**src/rtl/afu_pkg.sv**
```systemverilog
package afu_pkg;

  typedef enum logic [2:0] {
    OP_ADD   = 3'd0,
    OP_SUB   = 3'd1,
    OP_AND   = 3'd2,
    OP_OR    = 3'd3,
    OP_XOR   = 3'd4,
    OP_NOTA  = 3'd5,
    OP_PASSA = 3'd6,
    OP_PASSB = 3'd7
  } aluOp_e;

  typedef enum logic [2:0] {
    LF_AND   = 3'd0,
    LF_OR    = 3'd1,
    LF_XOR   = 3'd2,
    LF_NOT   = 3'd3,
    LF_PASSA = 3'd4,
    LF_PASSB = 3'd5
  } logicFn_e;

  // strobes from control to datapath
  typedef struct packed {
    logic     arith;   // result comes from the adder
    logic     invB;    // invert second operand and inject carry-in
    logic     selImm;  // second adder operand is the immediate
    logicFn_e logicFn; // bitwise function when not arithmetic
  } strobe_t;

  typedef struct packed {
    logic n;
    logic z;
    logic c;
    logic v;
  } flags_t;

endpackage

```
**src/rtl/afu_ctrl.sv**
```systemverilog
module afu_ctrl
  import afu_pkg::*;
(
  input  logic [2:0] opSel,
  input  logic       useImm,
  input  logic       flagWe,
  output strobe_t    strobe,
  output logic       ccrLoad
);

  aluOp_e op;
  logic   isArith;

  always_comb begin
    op      = aluOp_e'(opSel);
    isArith = (op == OP_ADD) || (op == OP_SUB);
  end

  always_comb begin
    strobe.arith  = isArith;
    strobe.invB   = (op == OP_SUB);
    strobe.selImm = isArith & useImm;
    unique case (op)
      OP_AND:   strobe.logicFn = LF_AND;
      OP_OR:    strobe.logicFn = LF_OR;
      OP_XOR:   strobe.logicFn = LF_XOR;
      OP_NOTA:  strobe.logicFn = LF_NOT;
      OP_PASSA: strobe.logicFn = LF_PASSA;
      OP_PASSB: strobe.logicFn = LF_PASSB;
      default:  strobe.logicFn = LF_PASSA;
    endcase
  end

  assign ccrLoad = flagWe & isArith;

endmodule

```
**src/rtl/afu_dp.sv**
```systemverilog
module afu_dp
  import afu_pkg::*;
#(
  parameter int DW   = 16,
  parameter int IMMW = 5
) (
  input  strobe_t         strobe,
  input  logic [DW-1:0]   opA,
  input  logic [DW-1:0]   opB,
  input  logic [IMMW-1:0] immField,
  output logic [DW-1:0]   result,
  output flags_t          flagsNext
);

  localparam int EXTW = DW - IMMW;

  logic [DW-1:0] immExt;
  logic [DW-1:0] addB;
  logic [DW-1:0] addBAdj;
  logic [DW-1:0] lowSum;
  logic [1:0]    topSum;
  logic [DW-1:0] sum;
  logic          carryIn15;
  logic          carryOut;
  logic [DW-1:0] logicRes;

  generate
    if (EXTW > 0) begin : g_ext
      assign immExt = {{EXTW{immField[IMMW-1]}}, immField};
    end else begin : g_noext
      assign immExt = immField[DW-1:0];
    end
  endgenerate

  assign addB    = strobe.selImm ? immExt : opB;
  assign addBAdj = strobe.invB ? ~addB : addB;

  // split adder exposes the carry into and out of the top stage
  assign lowSum    = {1'b0, opA[DW-2:0]} + {1'b0, addBAdj[DW-2:0]}
                   + {{(DW-1){1'b0}}, strobe.invB};
  assign carryIn15 = lowSum[DW-1];
  assign topSum    = {1'b0, opA[DW-1]} + {1'b0, addBAdj[DW-1]} + {1'b0, carryIn15};
  assign carryOut  = topSum[1];
  assign sum       = {topSum[0], lowSum[DW-2:0]};

  always_comb begin
    unique case (strobe.logicFn)
      LF_AND:   logicRes = opA & opB;
      LF_OR:    logicRes = opA | opB;
      LF_XOR:   logicRes = opA ^ opB;
      LF_NOT:   logicRes = ~opA;
      LF_PASSA: logicRes = opA;
      LF_PASSB: logicRes = opB;
      default:  logicRes = opA;
    endcase
  end

  assign result = strobe.arith ? sum : logicRes;

  always_comb begin
    flagsNext.n = sum[DW-1];
    flagsNext.z = (sum == '0);
    flagsNext.c = carryOut;
    flagsNext.v = carryOut ^ carryIn15;
  end

endmodule

```
**src/rtl/afu_ccr.sv**
```systemverilog
module afu_ccr
  import afu_pkg::*;
(
  input  logic   clk,
  input  logic   rstN,
  input  logic   load,
  input  flags_t flagsNext,
  output flags_t flagsQ
);

  always_ff @(posedge clk or negedge rstN) begin
    if (!rstN) begin
      flagsQ <= '0;
    end else if (load) begin
      flagsQ <= flagsNext;
    end
  end

endmodule

```
**src/rtl/arith_flag_unit.sv**
```systemverilog
module arith_flag_unit
  import afu_pkg::*;
#(
  parameter int DW   = 16,
  parameter int IMMW = 5
) (
  input  logic            clk,
  input  logic            rstN,
  input  logic [2:0]      opSel,
  input  logic            useImm,
  input  logic [DW-1:0]   opA,
  input  logic [DW-1:0]   opB,
  input  logic [IMMW-1:0] immField,
  input  logic            flagWe,
  output logic [DW-1:0]   result,
  output logic            flagN,
  output logic            flagZ,
  output logic            flagC,
  output logic            flagV
);

  strobe_t strobe;
  logic    ccrLoad;
  flags_t  flagsNext;
  flags_t  flagsQ;

  afu_ctrl u_ctrl (
    .opSel   (opSel),
    .useImm  (useImm),
    .flagWe  (flagWe),
    .strobe  (strobe),
    .ccrLoad (ccrLoad)
  );

  afu_dp #(.DW(DW), .IMMW(IMMW)) u_dp (
    .strobe    (strobe),
    .opA       (opA),
    .opB       (opB),
    .immField  (immField),
    .result    (result),
    .flagsNext (flagsNext)
  );

  afu_ccr u_ccr (
    .clk       (clk),
    .rstN      (rstN),
    .load      (ccrLoad),
    .flagsNext (flagsNext),
    .flagsQ    (flagsQ)
  );

  assign flagN = flagsQ.n;
  assign flagZ = flagsQ.z;
  assign flagC = flagsQ.c;
  assign flagV = flagsQ.v;

endmodule

```
**config.mk**
```make
export PLATFORM = sky130hd
export DESIGN_NAME = arith_flag_unit
export DESIGN_NICKNAME = d
export VERILOG_FILES = /design/src/rtl/afu_pkg.sv /design/src/rtl/afu_ctrl.sv /design/src/rtl/afu_dp.sv /design/src/rtl/afu_ccr.sv /design/src/rtl/arith_flag_unit.sv
export SDC_FILE = /design/constraint.sdc
export NUM_CORES = 1
export LEC_CHECK = 0
export BUFFER_PORTS_ARGS = -buffer_cell sky130_fd_sc_hd__buf_2
export CAP_MARGIN = 25
export CORE_UTILIZATION = 30
export DETAILED_ROUTE_END_ITERATION = 12
export REMOVE_ABC_BUFFERS = 1
export SETUP_SLACK_MARGIN = 0.15
export SLEW_MARGIN = 20
export SYNTH_ARGS = -nofsm -noshare
export SYNTH_HDL_FRONTEND = slang
export SYNTH_SLANG_ARGS = --single-unit
```
**constraint.sdc**
```tcl
create_clock -name clk -period 6.2 [get_ports clk]
set_clock_uncertainty 0.15 [all_clocks]
set_input_delay 0.62 -clock clk [delete_from_list [all_inputs] [get_ports clk]]
set_output_delay 0.62 -clock clk [all_outputs]
set_load 0.05 [all_outputs]
```
==> impl_metrics.json <==
{
  "grt_max_degree": 44,
  "grt_first_pass_wirelength_um": 13900,
  "rsz0062_at_grt": "false",
  "power-per-cell-area_nw_per_um2": 158,
  "path_max_fanout": 12,
  "arrival_ps": 4630,
  "htreeDepth": 1,
  "synth_area_um2": 2970,
  "status": "finished, final reports clean",
  "area_delta_synth_final_pct": 15.3,
  "path_cells": "buf_2 -> nor2_1 -> and3_1 -> a21oi_1 -> xnor2_1 -> ha_1 -> and2_1 -> a211o_1 -> a31o_2 -> a21oi_2 -> o311ai_4 -> a21o_1 -> fa_1 -> o21ai_0 -> a21oi_1 -> buf_2",
  "place_congestion": 0.962,
  "largest_reg_flops": 4,
  "vdd_drop_max_v": 0.000108,
  "firstDrtPassIters": 4,
  "clock_sinks": 4,
  "ios": 64,
  "synth_ff_type": "dfrtp_1",
  "design_area_um2": 3420,
  "yosysSeqAreaShare_pct": 3.37,
  "grt_antenna_before_repair": 0,
  "initial_core_util_pct": 31.5,
  "leakage_nw": 1.67,
  "worstSkewPairLatency_ps": 220,
  "finalPower_mw": 0.539,
  "dpl_cell_area_um2": 3380,
  "synth-edff-count": 0,
  "layout_common_cells": "63 x buf_2, 52 x inv_1, 47 x ha_1, 40 x a21oi_1, 36 x o21ai_0",
  "synth.avg_cell_area_um2": 7.09,
  "cts_resized": 0,
  "yosysWarnings": 0,
  "viasPerCell": 5.38,
  "first_global_vias": 2964,
  "totalWireLength_um": 8650,
  "relSlewSlack_pct": 45.5,
  "max_stage_delay_ps": 600,
  "layout_min_cycle_time_ps": 5400,
  "whs_ps": 46.9,
  "endpoint_kind": "primary output",
  "r2r_cells": 3,
  "dieHeight_um": 102,
  "drc": 0,
  "criticalPathCategory": "input pin to primary output",
  "hp-class": "input pin to async pin",
  "io_buffers": 63,
  "tightest_slew_ps": 818,
  "dieArea_um2": 10300,
  "syn-instance-count": 419,
  "path_clk_slew_ps": 30,
  "cts_buffer_depth": 2,
  "core_area_um2": 9420,
  "hpwl_um": 6940,
  "cap_violations": 0,
  "cts-root-buf": "clkbuf_8",
  "regMostFlops": "u_ccr.flagsQ",
  "drive_gt1_share_pct": 19.4,
  "ctsHoldBuffers": 0,
  "drt_iter0_drc": 234,
  "drv_slew": 0,
  "grt_use_total_pct": 16.5,
  "ys_seq_elements": 4,
  "drtAntennaViolNets": 0,
  "die_x_um": 102,
  "via_count": 3197,
  "tritoncts": "yes",
  "grt-ovfl-total": 0,
  "cts_made_buffers": 3,
  "reg_top3": "u_ccr.flagsQ (4)",
  "crit_path_start_kind": "input pin",
  "yosysUniqueCellTypes": 65,
  "hold_viol_final": 0,
  "final_common_cell": "buf_2",
  "synthArstFlopShare_pct": 100,
  "nets": 560,
  "tns_ps": 0,
  "fmax_mhz": 185,
  "min_period_over_period_pct": 87.2,
  "wire_per_inst_um": 14.6,
  "rows": 35,
  "cts_setup_buffers": 0,
  "critPathRequiredTime_ps": 5430,
  "critPathSlowestCell": "and3_1",
  "setup-violations-final": 0,
  "insertedDiodeCount": 0
}
worst max-delay path, delay by kind of cell:
| family | cells | cell delay [ps] |
|---|---|---|
| and+or+nand+nor | 3 | 1200 |
| xor gates and xnor gates | 1 | 160 |
| buffers and inverters | 2 | 410 |
| adders and majority gates | 2 | 910 |
| AOI/OAI and AO/OA | 8 | 1310 |
logic make-up (layout without fill, tap and decap cells):
family | after synthesis | count (layout) | share of synthesized area, %
muxes | 26 | 26 | 11.2
adders and majority gates | 49 | 49 | 21.1
DFF | 4 | 4 | 3.37
xor gates and xnor gates | 23 | 23 | 6.78
and+or+nand+nor | 104 | 104 | 17.6
AOI/OAI and AO/OA | 134 | 134 | 29.3
buffers and inverters | 79 | 125 | 10.5
synth_stat cells (5+ instances only):
cell / number / area, µm²
clkbuf_1: 20 / 75.1
inv_1: 52 / 195
xnor2_1: 19 / 166
a21oi_1: 40 / 200
nor2_1: 26 / 97.6
o211ai_1: 5 / 37.5
mux2_2: 5 / 56.3
nor3b_1: 5 / 37.5
a31oi_1: 6 / 37.5
nand3_1: 6 / 30.0
ha_1: 47 / 588
mux4_2: 5 / 113
and2_1: 6 / 37.5
mux2i_1: 15 / 150
o21ai_0: 36 / 180
nand2_1: 32 / 120
a211oi_1: 7 / 52.6
stage by stage:
stage | setup WS, ps | std cells | util [%]
CTS | 762 | 594 | 36.4
global placement | 910 | 591 | 35.9
floorplan | 67.5 | 393 | -
finish | 796 | 594 | 36.4
detailed placement | 805 | 591 | 35.9
global route | 459 | 594 | 36.4
worst paths after layout:
path / from / endpoint / slack [ps]
worst max-delay path: opSel[1] / result[15] / 800
worst min-delay path: rstN / u_ccr.flagsQ[1]$_DFFE_PN0P_ / 50
worst max register to register: u_ccr.flagsQ[0]$_DFFE_PN0P_ / u_ccr.flagsQ[0]$_DFFE_PN0P_ / 4980
worst min register to register: u_ccr.flagsQ[2]$_DFFE_PN0P_ / u_ccr.flagsQ[2]$_DFFE_PN0P_ / 340
max in group asynchronous: rstN / u_ccr.flagsQ[0]$_DFFE_PN0P_ / 5740
min in group clk: u_ccr.flagsQ[2]$_DFFE_PN0P_ / u_ccr.flagsQ[2]$_DFFE_PN0P_ / 340
power by group:
group | total, mW | switching, mW | leakage, nW | internal (mW)
clock | 0.0551 | 0.0137 | 0.0216 | 0.0414
combinational | 0.447 | 0.290 | 1.60 | 0.157
sequential | 0.0378 | 0.00421 | 0.0503 | 0.0336
total | 0.539 | 0.308 | 1.67 | 0.232
layout make-up:
cell class,instances,area (µm²)
tap,129,161
clock buffer,3,41.3
inverter,53,199
sequential,4,100
fill,1037,5990
multi-input combinational,336,2560
timing repair buffer,69,360
per-layer routing:
layer	routed length [µm]	vias up	part of all wire, %	track usage (%)
li1	-	1598	-	-
met1	4010	1497	46	22.2
met2	4090	94	47	29.3
met3	462	8	5.3	0.966
met4	87	0	1.0	2.23
met5	0	-	0	0
Power figures use the tool's default switching activity.
